`config.mk`:
```
export PLATFORM = sky130hd
export DESIGN_NAME = stereo_level_ctl
export DESIGN_NICKNAME = d
export VERILOG_FILES = /design/src/rtl/lvl_pkg.sv /design/src/rtl/lvl_select.sv /design/src/rtl/lvl_gain_rom.sv /design/src/rtl/lvl_scale.sv /design/src/rtl/stereo_level_ctl.sv
export SDC_FILE = /design/constraint.sdc
export NUM_CORES = 1
export LEC_CHECK = 0
export BUFFER_PORTS_ARGS = -buffer_cell sky130_fd_sc_hd__buf_2
export CAP_MARGIN = 20
export CORE_MARGIN = 1.5
export CORE_UTILIZATION = 60
export DETAILED_ROUTE_END_ITERATION = 16
export PLACE_DENSITY = 0.75
export SLEW_MARGIN = 20
export SYNTH_ARGS = -nofsm -noshare
export SYNTH_HDL_FRONTEND = slang
export SYNTH_SLANG_ARGS = --single-unit
```
`constraint.sdc`:
```
create_clock -name clk -period 11.2 [get_ports clk]
set_input_delay 1.12 -clock clk [delete_from_list [all_inputs] [get_ports clk]]
set_output_delay 1.12 -clock clk [all_outputs]
set_load 0.01 [all_outputs]
```
`src/rtl/lvl_pkg.sv`:
```
// Shared types and gain law of the stereo level stage.
// Assumes a Q1.15 gain format: 32768 is unity.
package lvl_pkg;

    localparam int LVL_W      = 7;   // width of each dB level input
    localparam int DB_PER_OCT = 6;   // dB steps per one-bit shift of gain

    typedef struct packed {
        logic [LVL_W-1:0] left;
        logic [LVL_W-1:0] right;
        logic [LVL_W-1:0] master;
        logic             mute;
    } lvl_set_t;

    // Gain of the first six 1 dB steps, Q1.15.
    function automatic int unsigned db_base(input int unsigned k);
        case (k)
            0:       return 32768;
            1:       return 29205;
            2:       return 26029;
            3:       return 23198;
            4:       return 20675;
            5:       return 18427;
            default: return 0;
        endcase
    endfunction

    // Gain for n dB: base step shifted by whole octaves, zero at the floor.
    function automatic int unsigned gain_calc(input int unsigned n, input int unsigned amax);
        if (n >= amax) return 0;
        return db_base(n % DB_PER_OCT) >> (n / DB_PER_OCT);
    endfunction

endpackage

```
`src/rtl/lvl_select.sv`:
```
// Frame-aligned setting capture and attenuation sum.
// Captures the live settings on a frame-start strobe and uses them in that
// same cycle. Stereo right samples use the captured copy. Output is
// combinational: the clamped attenuation and mute that apply to the current
// strobe.
module lvl_select
    import lvl_pkg::*;
#(
    parameter  int ATT_MAX = 64,
    localparam int ATT_W   = $clog2(ATT_MAX + 1)
) (
    input  logic             clk,
    input  logic             rst_n,
    input  logic             in_vld,
    input  logic             in_right,
    input  logic             mono,
    input  lvl_set_t         live,
    output logic [ATT_W-1:0] att,
    output logic             mute
);

    logic             frame_start;
    logic             use_left;
    lvl_set_t         held_q;
    lvl_set_t         use_set;
    logic [LVL_W-1:0] ch_lvl;
    logic [LVL_W:0]   sum;

    // Decide whether this strobe opens a frame and which channel level applies.
    always_comb begin
        use_left    = mono || !in_right;
        frame_start = in_vld && use_left;
    end

    // Hold the settings seen at the last frame start.
    always_ff @(posedge clk) begin
        if (!rst_n) begin
            held_q <= '0;
        end else if (frame_start) begin
            held_q <= live;
        end
    end

    // Pick the settings, add channel and master, clamp at the floor.
    always_comb begin
        use_set = frame_start ? live : held_q;
        ch_lvl  = use_left ? use_set.left : use_set.right;
        sum     = {1'b0, ch_lvl} + {1'b0, use_set.master};
        if (sum >= (LVL_W + 1)'(ATT_MAX)) begin
            att = ATT_W'(ATT_MAX);
        end else begin
            att = ATT_W'(sum);
        end
        mute = use_set.mute;
    end

endmodule

```
`src/rtl/lvl_gain_rom.sv`:
```
// Attenuation-to-gain lookup of ATT_MAX+1 entries.
// The entries are computed at elaboration from the octave-shift law in
// lvl_pkg. The entry at ATT_MAX is zero.
module lvl_gain_rom
    import lvl_pkg::*;
#(
    parameter  int ATT_MAX = 64,
    parameter  int GAIN_W  = 16,
    localparam int ATT_W   = $clog2(ATT_MAX + 1)
) (
    input  logic [ATT_W-1:0]  att,
    output logic [GAIN_W-1:0] gain
);

    logic [GAIN_W-1:0] rom [ATT_MAX+1];

    // One constant entry per dB step.
    for (genvar i = 0; i <= ATT_MAX; i++) begin : g_ent
        assign rom[i] = GAIN_W'(gain_calc(i, ATT_MAX));
    end

    // Read the table; out-of-range indexes give zero gain.
    always_comb begin
        if (int'(att) > ATT_MAX) begin
            gain = '0;
        end else begin
            gain = rom[att];
        end
    end

endmodule

```
`src/rtl/lvl_scale.sv`:
```
// Two-stage scaling pipeline.
// Stage 1 registers the sample with its attenuation and mute. Stage 2 looks
// up the gain, multiplies, truncates toward zero, saturates and forces zero
// for mute or the floor. Assumes att is already clamped to ATT_MAX.
module lvl_scale #(
    parameter  int DATA_W    = 16,
    parameter  int GAIN_W    = 16,
    parameter  int GAIN_FRAC = 15,
    parameter  int ATT_MAX   = 64,
    localparam int ATT_W     = $clog2(ATT_MAX + 1),
    localparam int PROD_W    = DATA_W + GAIN_W + 1
) (
    input  logic                     clk,
    input  logic                     rst_n,
    input  logic                     in_vld,
    input  logic                     in_right,
    input  logic signed [DATA_W-1:0] in_data,
    input  logic [ATT_W-1:0]         att,
    input  logic                     mute,
    output logic                     out_vld,
    output logic                     out_right,
    output logic signed [DATA_W-1:0] out_data
);

    localparam logic signed [PROD_W-1:0] MAXV = PROD_W'((2 ** (DATA_W - 1)) - 1);
    localparam logic signed [PROD_W-1:0] MINV = -PROD_W'(2 ** (DATA_W - 1));
    localparam logic signed [PROD_W-1:0] BIAS = PROD_W'((2 ** GAIN_FRAC) - 1);

    logic                     s1_vld;
    logic                     s1_right;
    logic signed [DATA_W-1:0] s1_data;
    logic [ATT_W-1:0]         s1_att;
    logic                     s1_mute;
    logic [GAIN_W-1:0]        gain;
    logic signed [PROD_W-1:0] prod;
    logic signed [PROD_W-1:0] biased;
    logic signed [PROD_W-1:0] scaled;
    logic signed [DATA_W-1:0] res;
    logic                     zero_out;

    // Stage 1: capture sample and its settings on a strobe.
    always_ff @(posedge clk) begin
        if (!rst_n) begin
            s1_vld   <= 1'b0;
            s1_right <= 1'b0;
            s1_data  <= '0;
            s1_att   <= '0;
            s1_mute  <= 1'b0;
        end else begin
            s1_vld <= in_vld;
            if (in_vld) begin
                s1_right <= in_right;
                s1_data  <= in_data;
                s1_att   <= att;
                s1_mute  <= mute;
            end
        end
    end

    lvl_gain_rom #(
        .ATT_MAX (ATT_MAX),
        .GAIN_W  (GAIN_W)
    ) u_rom (
        .att  (s1_att),
        .gain (gain)
    );

    // Multiply, truncate toward zero, saturate.
    always_comb begin
        prod   = $signed(s1_data) * $signed({1'b0, gain});
        biased = prod[PROD_W-1] ? prod + BIAS : prod;
        scaled = biased >>> GAIN_FRAC;
        if (scaled > MAXV) begin
            res = DATA_W'(MAXV);
        end else if (scaled < MINV) begin
            res = DATA_W'(MINV);
        end else begin
            res = DATA_W'(scaled);
        end
        zero_out = s1_mute || (int'(s1_att) >= ATT_MAX);
    end

    // Stage 2: register the scaled sample.
    always_ff @(posedge clk) begin
        if (!rst_n) begin
            out_vld   <= 1'b0;
            out_right <= 1'b0;
            out_data  <= '0;
        end else begin
            out_vld <= s1_vld;
            if (s1_vld) begin
                out_right <= s1_right;
                out_data  <= zero_out ? '0 : res;
            end
        end
    end

    // Magnitudes for the range checks below.
    logic signed [DATA_W:0] ext_s1;
    logic signed [DATA_W:0] ext_out;
    logic [DATA_W:0]        mag_s1;
    logic [DATA_W:0]        mag_out;
    always_comb begin
        ext_s1  = {s1_data[DATA_W-1], s1_data};
        ext_out = {out_data[DATA_W-1], out_data};
        mag_s1  = ext_s1[DATA_W] ? -ext_s1 : ext_s1;
        mag_out = ext_out[DATA_W] ? -ext_out : ext_out;
    end

    a_r6_mute_zero: assert property (@(posedge clk) disable iff (!rst_n)
        (s1_vld && s1_mute) |=> (out_data == '0));

    a_r5_floor_zero: assert property (@(posedge clk) disable iff (!rst_n)
        (s1_vld && int'(s1_att) >= ATT_MAX) |=> (out_data == '0));

    a_r4_unity_pass: assert property (@(posedge clk) disable iff (!rst_n)
        (s1_vld && !s1_mute && s1_att == '0) |=> (out_data == $past(s1_data)));

    a_r9_no_growth: assert property (@(posedge clk) disable iff (!rst_n)
        s1_vld |=> (mag_out <= $past(mag_s1)));

    a_r9_sign_pos: assert property (@(posedge clk) disable iff (!rst_n)
        (s1_vld && !s1_data[DATA_W-1]) |=> !out_data[DATA_W-1]);

    a_r9_sign_neg: assert property (@(posedge clk) disable iff (!rst_n)
        (s1_vld && s1_data[DATA_W-1]) |=> (out_data[DATA_W-1] || out_data == '0));

endmodule

```
`src/rtl/stereo_level_ctl.sv`:
```
// Stereo digital volume and master mute.
// Strobed signed samples pass through frame-aligned setting capture and a
// two-stage scaling pipeline. Latency is two cycles from strobe to strobe.
module stereo_level_ctl
    import lvl_pkg::*;
#(
    parameter  int DATA_W    = 16,
    parameter  int GAIN_W    = 16,
    parameter  int GAIN_FRAC = 15,
    parameter  int ATT_MAX   = 64,
    localparam int ATT_W     = $clog2(ATT_MAX + 1)
) (
    input  logic                     clk,
    input  logic                     rst_n,
    input  logic                     mono_mode,
    input  logic [LVL_W-1:0]         lvl_left,
    input  logic [LVL_W-1:0]         lvl_right,
    input  logic [LVL_W-1:0]         lvl_master,
    input  logic                     mute_all,
    input  logic                     in_vld,
    input  logic                     in_right,
    input  logic signed [DATA_W-1:0] in_data,
    output logic                     out_vld,
    output logic                     out_right,
    output logic signed [DATA_W-1:0] out_data
);

    lvl_set_t         live;
    logic [ATT_W-1:0] att;
    logic             mute;

    // Gather the live control inputs into one record.
    always_comb begin
        live.left   = lvl_left;
        live.right  = lvl_right;
        live.master = lvl_master;
        live.mute   = mute_all;
    end

    lvl_select #(
        .ATT_MAX (ATT_MAX)
    ) u_sel (
        .clk      (clk),
        .rst_n    (rst_n),
        .in_vld   (in_vld),
        .in_right (in_right),
        .mono     (mono_mode),
        .live     (live),
        .att      (att),
        .mute     (mute)
    );

    lvl_scale #(
        .DATA_W    (DATA_W),
        .GAIN_W    (GAIN_W),
        .GAIN_FRAC (GAIN_FRAC),
        .ATT_MAX   (ATT_MAX)
    ) u_scale (
        .clk       (clk),
        .rst_n     (rst_n),
        .in_vld    (in_vld),
        .in_right  (in_right),
        .in_data   (in_data),
        .att       (att),
        .mute      (mute),
        .out_vld   (out_vld),
        .out_right (out_right),
        .out_data  (out_data)
    );

    a_r2_latency_fwd: assert property (@(posedge clk) disable iff (!rst_n)
        in_vld |=> ##1 out_vld);

    a_r2_latency_back: assert property (@(posedge clk) disable iff (!rst_n)
        out_vld |-> $past(in_vld, 2));

    a_r2_flag_follow: assert property (@(posedge clk) disable iff (!rst_n)
        out_vld |-> (out_right == $past(in_right, 2)));

endmodule

```
==> run_results.csv, run 1 <==
group,metric,value,unit
synthesis,synth_top_family_by_area,"adder cells",
power_and_ir_drop,internal-power,878.8,uW
synthesis,synthAdderAreaFrac,0.4116,
die,start_util,0.6079,
clock_tree,clkLatencyLatePin,0.36,ns
synthesis,avgSynthCellArea,8.231,um2
timing,max_freq,101.1,MHz
drt,drt_iter0_markers,792,
die,io_pins,61,
place,place_congestion,1.007,
timing,grt_setup_unrepaired,"false",
place,port_buffers,60,
power_and_ir_drop,power_density,124.1,nW/um2
clock_tree,clkSinkCount,66,
setup_path,slowest_stage,"a21oi_2",
power_and_ir_drop,comb_power_share,0.668,
timing,min_period_over_period,0.8831,
setup_path,cp-start-kind,"register",
power_and_ir_drop,power.total,1799,uW
setup_path,r2r_cells,29,
clock_tree,numCtsBuffers,9,
synthesis,synth-compound-area-share,0.1290,
clock_tree,clk_pin_slew,0.08,ns
drt,num_vias,11350,
grt,grt_pass1_wl,58.41,mm
die,die_h,154.0,um
drt,first_pass_iters,8,
synthesis,synth_fp_nets,2038,
timing,skew,0.01958,ns
synthesis,ys.warnings.count,0,
timing,finalHoldViolCount,0,
drt,via_per_inst,5.805,
synthesis,async_flop_share,0,
die,fp.dieArea,23710,um2
grt,grt-ovfl-total,0,
timing,final_max_slew_viol_count,0,
setup_path,cp_common_cell,"fa_1",
synthesis,synth_xor_area_frac,0.02104,
place,dp_hpwl,26.53,mm
clock_tree,cts_buffer_depth,2,
final_layout,final_nets,2041,
power_and_ir_drop,vdd_drop_max,0.00009572,V
setup_path,crit_path_end_kind,"register",
clock_tree,root_buffer,"clkbuf_16",
worst_hold_path,worstHoldPathCells,2,
setup_path,worstPathMaxFanout,16,
timing,setup_viol,0,
synthesis,ys_ff_latch,66,
final_layout,instances_no_fill,1955,
timing,tightest_slew,0.9581,ns
final_layout,diodes,0,
worst_hold_path,hold_end,"u_scale.out_data[2]",
die,die_x,154.0,um
final_layout,drive_above_1_share,0.07904,
timing,fin_crit,9.890,ns
timing,slew_headroom,0.3531,
power_and_ir_drop,seqPwrFrac,0.157,
setup_path,slowest_delay,0.75,ns
drt,drc_errors,0,
setup_path,reg2reg_from,"u_scale.s1_att[0]",
drt,wl_per_cell,17.52,um
synthesis,synth_area,13680,um2
setup_path,required,11.48,ns
setup_path,arrival,10.17,ns
power_and_ir_drop,p_switching,920.7,uW
clock_tree,post_cts_resized,0,
power_and_ir_drop,switching_share,0.5117,
grt,grt_use_total,0.3090,
drt,ant_nets,0,
worst_hold_path,min_path_type,"reg2reg",
status,status,"complete, no violations",
clock_tree,cts_hold_buf,0,
job,cap_viol_max_count,0,
power_and_ir_drop,p_clk_frac,0.174,
grt,antenna_found_initial,0,
setup_path,critPathKind,"reg2reg",
place,dpl.cell_count,1938,
final_layout,areaGrowthSynthToFinish,5.982,%
final_layout,n_fill_cell,1935,
synthesis,synth_seq_area_share,0.09659,
setup_path,reg2reg_to,"u_scale.out_data[6]",
clock_tree,h-tree-depth,3,
worst_hold_path,hp-start,"u_scale.out_data[2]",
synthesis,muxShareOfSynthArea,0.02890,
synthesis,synth_edf_count,0,
power_and_ir_drop,p_leak,0.007123,uW
clock_tree,post_cts_buffers,0,
setup_path,ff2ff_setup_slack,1.31,ns
synthesis,synth-simple-area-share,0.2177,
timing,tns,0,ns
synthesis,synth.distinct_cells,83,
drt,wl,34.26,mm
synthesis,synth_ff_type,"dfxtp_1",
clock_tree,cts_tree,"built",
grt,first_global_vias,11550,
die,core-area,22500,um2
synthesis,synth_cells,1662,
die,rows,55,
grt,grt_max_degree,61,
==> power groups by stage <==
stage | clock, uW | sequential [uW] | combinational (uW)
after global routing | 328 | 285 | 1350
final | 314 | 283 | 1200
after global placement | 0 | 286 | 1170
after floorplan | 0 | 268 | 893
after detailed placement | 0 | 286 | 1180
after CTS | 318 | 281 | 1190
==> layout make-up <==
| type | count | area, um2 | share of cell area |
|---|---|---|---|
| multi-input combinational | 1254 | 11090 | 0.7647 |
| sequential | 66 | 1321 | 0.09114 |
| inverter | 252 | 945.9 | 0.06525 |
| timing repair buffer | 82 | 478.0 | 0.03297 |
| tap | 285 | 356.6 | 0.02460 |
| clock buffer | 9 | 225.2 | 0.01553 |
| clock inverter | 7 | 83.83 | 0.005782 |
==> metrics by stage <==
step	utilization	setup WS, ns	area (um2)	hold WS (ns)
2_1_floorplan	-	2.206	13680	0.4428
5_1_grt	0.6443	0.7644	14500	0.4782
3_5_place_dp	0.6294	1.494	14160	0.4407
3_3_place_gp	0.6294	1.795	14160	0.4331
6_report	0.6443	1.310	14500	0.4534
4_1_cts	0.6431	1.458	14470	0.4526
==> cell usage in the layout, fill, tap and decap left out, types with 11 or more instances in the layout <==
cell,netlist,layout
inv_1,251,251
nand2_1,229,229
fa_1,195,195
and2_1,152,152
ha_1,138,138
nor2_1,70,70
dfxtp_1,66,66
buf_2,9,60
o21ai_0,59,59
a21oi_1,56,55
nor2b_1,41,41
mux2i_1,35,35
buf_4,2,21
a21o_1,20,20
xnor2_1,18,18
nor3_1,17,17
a21boi_0,17,17
o211ai_1,14,14
a211oi_1,17,14
xor2_1,13,13
o21ai_1,13,13
nand2b_1,11,11
nand4_1,11,11
==> critical path, delay by kind of cell (launching register included) <==
kind	cells	cell delay (ns)
fa+ha+maj	8	3.82
compound gates	8	2.47
simple gates	8	2.46
flops	1	0.56
buf+inv	5	0.51
==> registers in the layout, summed over array words and instances (netlist names) <==
register,flops
u_sel.held_q,22
u_scale.out_data,16
u_scale.s1_data,16
u_scale.s1_att,7
u_scale.out_right,1
u_scale.out_vld,1
u_scale.s1_mute,1
u_scale.s1_right,1
u_scale.s1_vld,1
==> worst max path at each step <==
stage / from / endpoint / slack, ns / depth (start not counted)
2_1_floorplan: u_scale.s1_att[3] / u_scale.out_data[0] / 2.21 / 34
3_3_place_gp: u_scale.s1_att[0] / u_scale.out_data[4] / 1.80 / 29
3_5_place_dp: u_scale.s1_att[0] / u_scale.out_data[4] / 1.49 / 29
4_1_cts: u_scale.s1_att[0] / u_scale.out_data[6] / 1.46 / 29
5_1_grt: u_scale.s1_att[0] / u_scale.out_data[1] / 0.76 / 30
6_report: u_scale.s1_att[0] / u_scale.out_data[6] / 1.31 / 29
==> synthesized netlist by cell type, drive strengths merged, types with 20 or more instances <==
library cell  instances  share of area
a21o                 20          0.011
a21oi                57          0.021
and2                152          0.070
clkbuf               74          0.020
dfxtp                66          0.097
fa                  195           0.29
ha                  138           0.13
inv                 251          0.069
mux2i                35          0.026
nand2               230          0.063
nor2                 72          0.020
nor2b                41          0.019
nor3                 20         0.0084
o21ai                72          0.026
==> routing by layer <==
metal | vias to the layer above | routed length, um | GRT usage
li1 | 5343 | - | -
met1 | 5524 | 15310 | 0.4325
met2 | 411 | 15690 | 0.4958
met3 | 71 | 2357 | 0.04932
met4 | 0 | 902 | 0.09154
met5 | - | 0 | 0
==> kinds of logic (layout without fill, tap and decap cells) <==
group	count (synthesis)	after routing
xor+xnor	32	32
compound gates	264	264
simple gates	587	587
buf+inv	342	350
flops	66	66
mux	38	38
fa+ha+maj	333	333
No activity file was read; power rests on OpenSTA's default activity.
==> run 2: changes to the inputs <==
--- a/config.mk
+++ b/config.mk
@@ -8,9 +8,9 @@
 export BUFFER_PORTS_ARGS = -buffer_cell sky130_fd_sc_hd__buf_2
 export CAP_MARGIN = 20
 export CORE_MARGIN = 1.5
-export CORE_UTILIZATION = 60
+export CORE_UTILIZATION = 40
 export DETAILED_ROUTE_END_ITERATION = 16
-export PLACE_DENSITY = 0.75
+export PLACE_DENSITY = 0.53
 export SLEW_MARGIN = 20
 export SYNTH_ARGS = -nofsm -noshare
 export SYNTH_HDL_FRONTEND = slang
==> run_results.csv, run 2 (synthesis results as in run 1) <==
group,metric,value,unit
worst_hold_path,min_path_type,"reg2reg",
final_layout,layout_common_cells,"251 x inv_1, 229 x nand2_1, 195 x fa_1",
die,start_util,0.4069,
clock_tree,post_cts_buffers,0,
drt,drt_iter0_markers,710,
power_and_ir_drop,vdd_drop_max,0.0001087,V
setup_path,reg2reg_to,"u_scale.out_data[11]",
grt,grt_pass1_wl,62.94,mm
grt,grt-ovfl-total,0,
timing,min_period_over_period,0.8752,
final_layout,drive_above_1_share,0.08343,
die,core-area,33620,um2
clock_tree,h-tree-depth,3,
job,cap_viol_max_count,0,
die,fp.dieArea,35320,um2
drt,num_vias,11140,
clock_tree,post_cts_resized,0,
final_layout,fin_area,14720,um2
setup_path,crit_path_end_kind,"register",
setup_path,crit_end,"u_scale.out_data[11]",
grt,grt_max_degree,61,
setup_path,slowest_delay,0.79,ns
grt,antenna_found_initial,1,
setup_path,reg2reg_from,"u_scale.s1_att[0]",
timing,skew,0.02110,ns
clock_tree,root_buffer,"clkbuf_16",
final_layout,largest_reg_flops,22,
drt,wl,37.42,mm
die,rows,67,
drt,wl_per_cell,17.60,um
clock_tree,cts_tree,"built",
setup_path,critPathLaunch,"u_scale.s1_att[0]",
timing,slew_headroom,0.3894,
setup_path,cp_common_cell,"fa_1",
setup_path,ff2ff_setup_slack,1.40,ns
clock_tree,clkSinkCount,66,
setup_path,path_depth,27,
power_and_ir_drop,power_density,123.2,nW/um2
grt,grt_use_total,0.2250,
status,status,"complete, no violations",
drt,via_per_inst,5.242,
final_layout,largest_registers,"u_sel.held_q x22, u_scale.out_data x16, u_scale.s1_data x16",
setup_path,r2r_cells,27,
clock_tree,cts_hold_buf,0,
timing,tns,0,ns
clock_tree,numCtsBuffers,9,
place,place_congestion,0.8803,
setup_path,required,11.48,ns
final_layout,final_common_cell,"inv_1",
place,port_buffers,60,
timing,grt_setup_unrepaired,"false",
power_and_ir_drop,p_leak,0.007149,uW
die,die_x,187.9,um
drt,first_pass_iters,5,
timing,fin_crit,9.802,ns
setup_path,slowest_stage,"and3_1",
setup_path,worstPathMaxFanout,16,
timing,tightest_slew,0.9159,ns
place,place_area,14440,um2
clock_tree,clkLatencyLatePin,0.37,ns
setup_path,cp_num_buf_inv,4,
drt,drc_errors,0,
final_layout,diodes,0,
setup_path,crit_family,"adder cells",
drt,ant_nets,0,
die,die_h,187.9,um
clock_tree,clk_pin_slew,0.07,ns
die,io_pins,61,
grt,first_global_vias,11500,
final_layout,areaGrowthSynthToFinish,7.637,%
place,dp_hpwl,29.31,mm
timing,setup_viol,0,
setup_path,critPathKind,"reg2reg",
timing,max_freq,102.0,MHz
final_layout,final_nets,2049,
setup_path,arrival,10.09,ns
timing,finalHoldViolCount,0,
setup_path,cp-start-kind,"register",
timing,final_max_slew_viol_count,0,
clock_tree,cts_buffer_depth,2,
final_layout,top_register,"u_sel.held_q",
[run 2: cell count changes in the layout (fill, tap and decap cells not counted), sizes merged]
cell and delta:
buf +8, bufinv -1, clkinv +1, clkbuf +1
inv -1
[run 2: layout make-up]
cell class | count | area [um2]
Multi-Input combinational cell | 1254 | 11080
Timing Repair Buffer | 90 | 525.5
Sequential cell | 66 | 1321
Clock buffer | 10 | 239.0
Clock inverter | 6 | 47.55
Fill cell | 3448 | 18890
Tap cell | 448 | 560.5
Inverter | 252 | 945.9
[run 2: where the power goes]
part | internal (uW) | switching [uW]
clock network | 158 | 136
registers | 251 | 29.5
logic | 461 | 778
total | 869 | 944
[run 2: worst reg2reg max path, cell delays in order (launching register included)]
cell and delay [ns]:
dfxtp_1 0.60, inv_1 0.28, ha_1 0.50, nor2_1 0.18, o21ai_0 0.15, a41oi_1 0.28
and3_1 0.79, nand2_1 0.19, fa_1 0.56, inv_1 0.06, fa_1 0.62, fa_1 0.49
fa_1 0.46, fa_1 0.50, inv_1 0.05, fa_1 0.47, inv_1 0.05, ha_1 0.46
o21ai_0 0.18, o21ai_0 0.37, mux2i_1 0.23, o31a_1 0.15, o311ai_0 0.28, nor4b_1 0.54
or3b_4 0.47, o41ai_4 0.37, nand4_4 0.25, o21ai_1 0.20
[run 2: metal layers]
layer	share of wire	track usage	vias up
li1	-	-	5364
met1	0.50	0.3291	5476
met2	0.45	0.3553	276
met3	0.048	0.03275	28
met4	0.011	0.03877	0
met5	0	0	-
[run 2: stage by stage]
stage,cells,setup WS (ns),utilization,hold WS (ns),total power [uW]
after CTS,2126,1.486,0.4380,0.4502,1825
after detailed placement,2110,1.533,0.4295,0.4417,1508
after floorplan,1662,2.206,-,0.4428,1161
after global routing,2126,0.7167,0.4380,0.4698,1993
final,2126,1.398,0.4380,0.4500,1813
after global placement,2110,1.580,0.4295,0.4327,1513
[run 2: how the worst min path moves through the flow]
stage	slack, ns	cells after the start	to	startpoint
after floorplan	0.44	2	u_sel.held_q[21]	u_sel.held_q[21]
after CTS	0.45	2	u_scale.out_data[1]	u_scale.out_data[1]
after global routing	0.47	2	u_scale.out_data[0]	u_scale.out_data[0]
after detailed placement	0.44	2	u_scale.out_data[4]	u_scale.out_data[4]
after global placement	0.43	2	u_scale.out_data[4]	u_scale.out_data[4]
final	0.45	2	u_scale.out_data[6]	u_scale.out_data[6]
==> run 3: changes to the inputs <==
--- a/config.mk
+++ b/config.mk
@@ -8,9 +8,10 @@
 export BUFFER_PORTS_ARGS = -buffer_cell sky130_fd_sc_hd__buf_2
 export CAP_MARGIN = 20
 export CORE_MARGIN = 1.5
-export CORE_UTILIZATION = 40
+export CORE_UTILIZATION = 35
+export CTS_BUF_LIST = sky130_fd_sc_hd__clkbuf_8 sky130_fd_sc_hd__clkbuf_16
 export DETAILED_ROUTE_END_ITERATION = 16
-export PLACE_DENSITY = 0.53
+export PLACE_DENSITY = 0.47
 export SLEW_MARGIN = 20
 export SYNTH_ARGS = -nofsm -noshare
 export SYNTH_HDL_FRONTEND = slang
==> run_results.csv, run 3 (synthesis results as in run 1) <==
group,metric,value,unit
drt,drc_errors,0,
drt,via_per_inst,5.057,
clock_tree,cts_tree,"built",
setup_path,critPathKind,"reg2reg",
grt,antenna_found_initial,1,
timing,max_freq,102.7,MHz
final_layout,final_common_cell,"inv_1",
clock_tree,cts_buffer_depth,2,
grt,grt_max_degree,61,
setup_path,critPathLaunch,"u_scale.s1_att[0]",
clock_tree,h-tree-depth,3,
setup_path,r2r_cells,29,
clock_tree,clkSinkCount,66,
timing,grt_setup_unrepaired,"false",
drt,first_pass_iters,5,
setup_path,required,11.48,ns
timing,fin_crit,9.738,ns
job,cap_viol_max_count,0,
timing,final_max_slew_viol_count,0,
final_layout,diodes,0,
setup_path,reg2reg_from,"u_scale.s1_att[0]",
power_and_ir_drop,vdd_drop_max,0.00007953,V
die,rows,72,
place,place_ws,1.464,ns
drt,ant_nets,0,
die,io_pins,61,
timing,hold_ws,0.4401,ns
final_layout,largest_registers,"u_sel.held_q x22, u_scale.out_data x16, u_scale.s1_data x16",
clock_tree,root_buffer,"clkbuf_16",
timing,slew_headroom,0.3771,
final_layout,top_register,"u_sel.held_q",
drt,drt_iter0_markers,665,
final_layout,areaGrowthSynthToFinish,8.379,%
final_layout,drive_above_1_share,0.08179,
setup_path,arrival,10.02,ns
setup_path,worstPathMaxFanout,11,
setup_path,reg2reg_to,"u_scale.out_data[1]",
place,place_congestion,0.8718,
place,port_buffers,60,
setup_path,ff2ff_setup_slack,1.46,ns
clock_tree,post_cts_buffers,0,
setup_path,cp-start-kind,"register",
status,status,"complete, no violations",
drt,wl_per_cell,17.71,um
die,start_util,0.3540,
timing,setup_viol,0,
final_layout,multiInputGateArea,11110,um2
final_layout,n_fill_cell,4051,
drt,wl,38.85,mm
final_layout,layout_common_cells,"252 x inv_1, 229 x nand2_1, 195 x fa_1",
final_layout,final_nets,2046,
clock_tree,numCtsBuffers,9,
clock_tree,post_cts_resized,0,
setup_path,crit_end,"u_scale.out_data[1]",
setup_path,slowest_stage,"and3_1",
setup_path,crit_path_end_kind,"register",
clock_tree,cts_hold_buf,0,
clock_tree,clkLatencyLatePin,0.37,ns
die,fp.dieArea,40280,um2
clock_tree,clk_pin_slew,0.06,ns
timing,min_period_over_period,0.8695,
power_and_ir_drop,p_leak,0.007140,uW
power_and_ir_drop,power_density,123.5,nW/um2
grt,grt-ovfl-total,0,
grt,first_global_vias,11390,
grt,grt_pass1_wl,64.56,mm
worst_hold_path,min_path_type,"reg2reg",
place,dp_hpwl,29.66,mm
timing,tns,0,ns
timing,skew,0.01499,ns
final_layout,seqCellArea,1321,um2
timing,tightest_slew,0.9313,ns
grt,grt_use_total,0.2029,
timing,setup_slack,1.462,ns
timing,finalHoldViolCount,0,
final_layout,largest_reg_flops,22,
setup_path,cp_common_cell,"fa_1",
die,die_h,200.7,um
drt,num_vias,11090,
setup_path,slowest_delay,0.67,ns
die,core-area,38650,um2
die,die_x,200.7,um
run 3: cell types whose count changed in the layout (fill, tap and decap cells not counted), sizes merged:
cell      before  now
bufinv         0    1
clkbuf        10    9
buf           90   87
clkinvlp       1    2
inv          253  252
run 3: layer usage:
layer | vias up | routed length, um | track usage
met1 | 5490 | 19340 | 0.2976
met4 | 0 | 261 | 0.02417
met2 | 221 | 17720 | 0.3251
met5 | - | 0 | 0
li1 | 5362 | - | -
met3 | 18 | 1531 | 0.02890
run 3: metrics by stage:
step	area [um2]	instances	power, uW	util
4_1_cts	14830	2193	1853	0.3836
3_5_place_dp	14530	2177	1525	0.3759
3_3_place_gp	14530	2177	1540	0.3759
5_1_grt	14830	2193	2019	0.3836
6_report	14830	2193	1831	0.3836
2_1_floorplan	13680	1662	1161	-
run 3: how the worst min path moves through the flow:
stage | start | endpoint | slack (ns) | depth (start not counted)
after floorplan | u_sel.held_q[21] | u_sel.held_q[21] | 0.44 | 2
after global placement | u_scale.out_data[1] | u_scale.out_data[1] | 0.44 | 2
after detailed placement | u_scale.out_data[2] | u_scale.out_data[2] | 0.44 | 2
after CTS | u_scale.out_data[2] | u_scale.out_data[2] | 0.44 | 2
after global routing | u_scale.out_data[7] | u_scale.out_data[7] | 0.48 | 2
final | u_scale.out_data[2] | u_scale.out_data[2] | 0.44 | 2
run 3: area by class of cell:
class,count,share of cell area
clock buffer,9,0.01519
clock inverter,7,0.004811
multi-input combinational,1254,0.7494
tap,518,0.04372
sequential,66,0.08912
timing repair buffer,87,0.03393
inverter,252,0.06380
run 3: report_power, final:
part | switching (uW) | internal (uW)
combinational | 787 | 463
clock | 128 | 172
sequential | 30.5 | 251
run 3: worst max-delay path: cells and delay by family, from the launching register on:
family                     cells  cell delay (ns)
AOI/OAI and AO/OA              6             1.55
adders and majority gates      8             3.82
buffers and inverters          6             0.79
DFF                            1             0.56
and+or+nand+nor                9             2.94
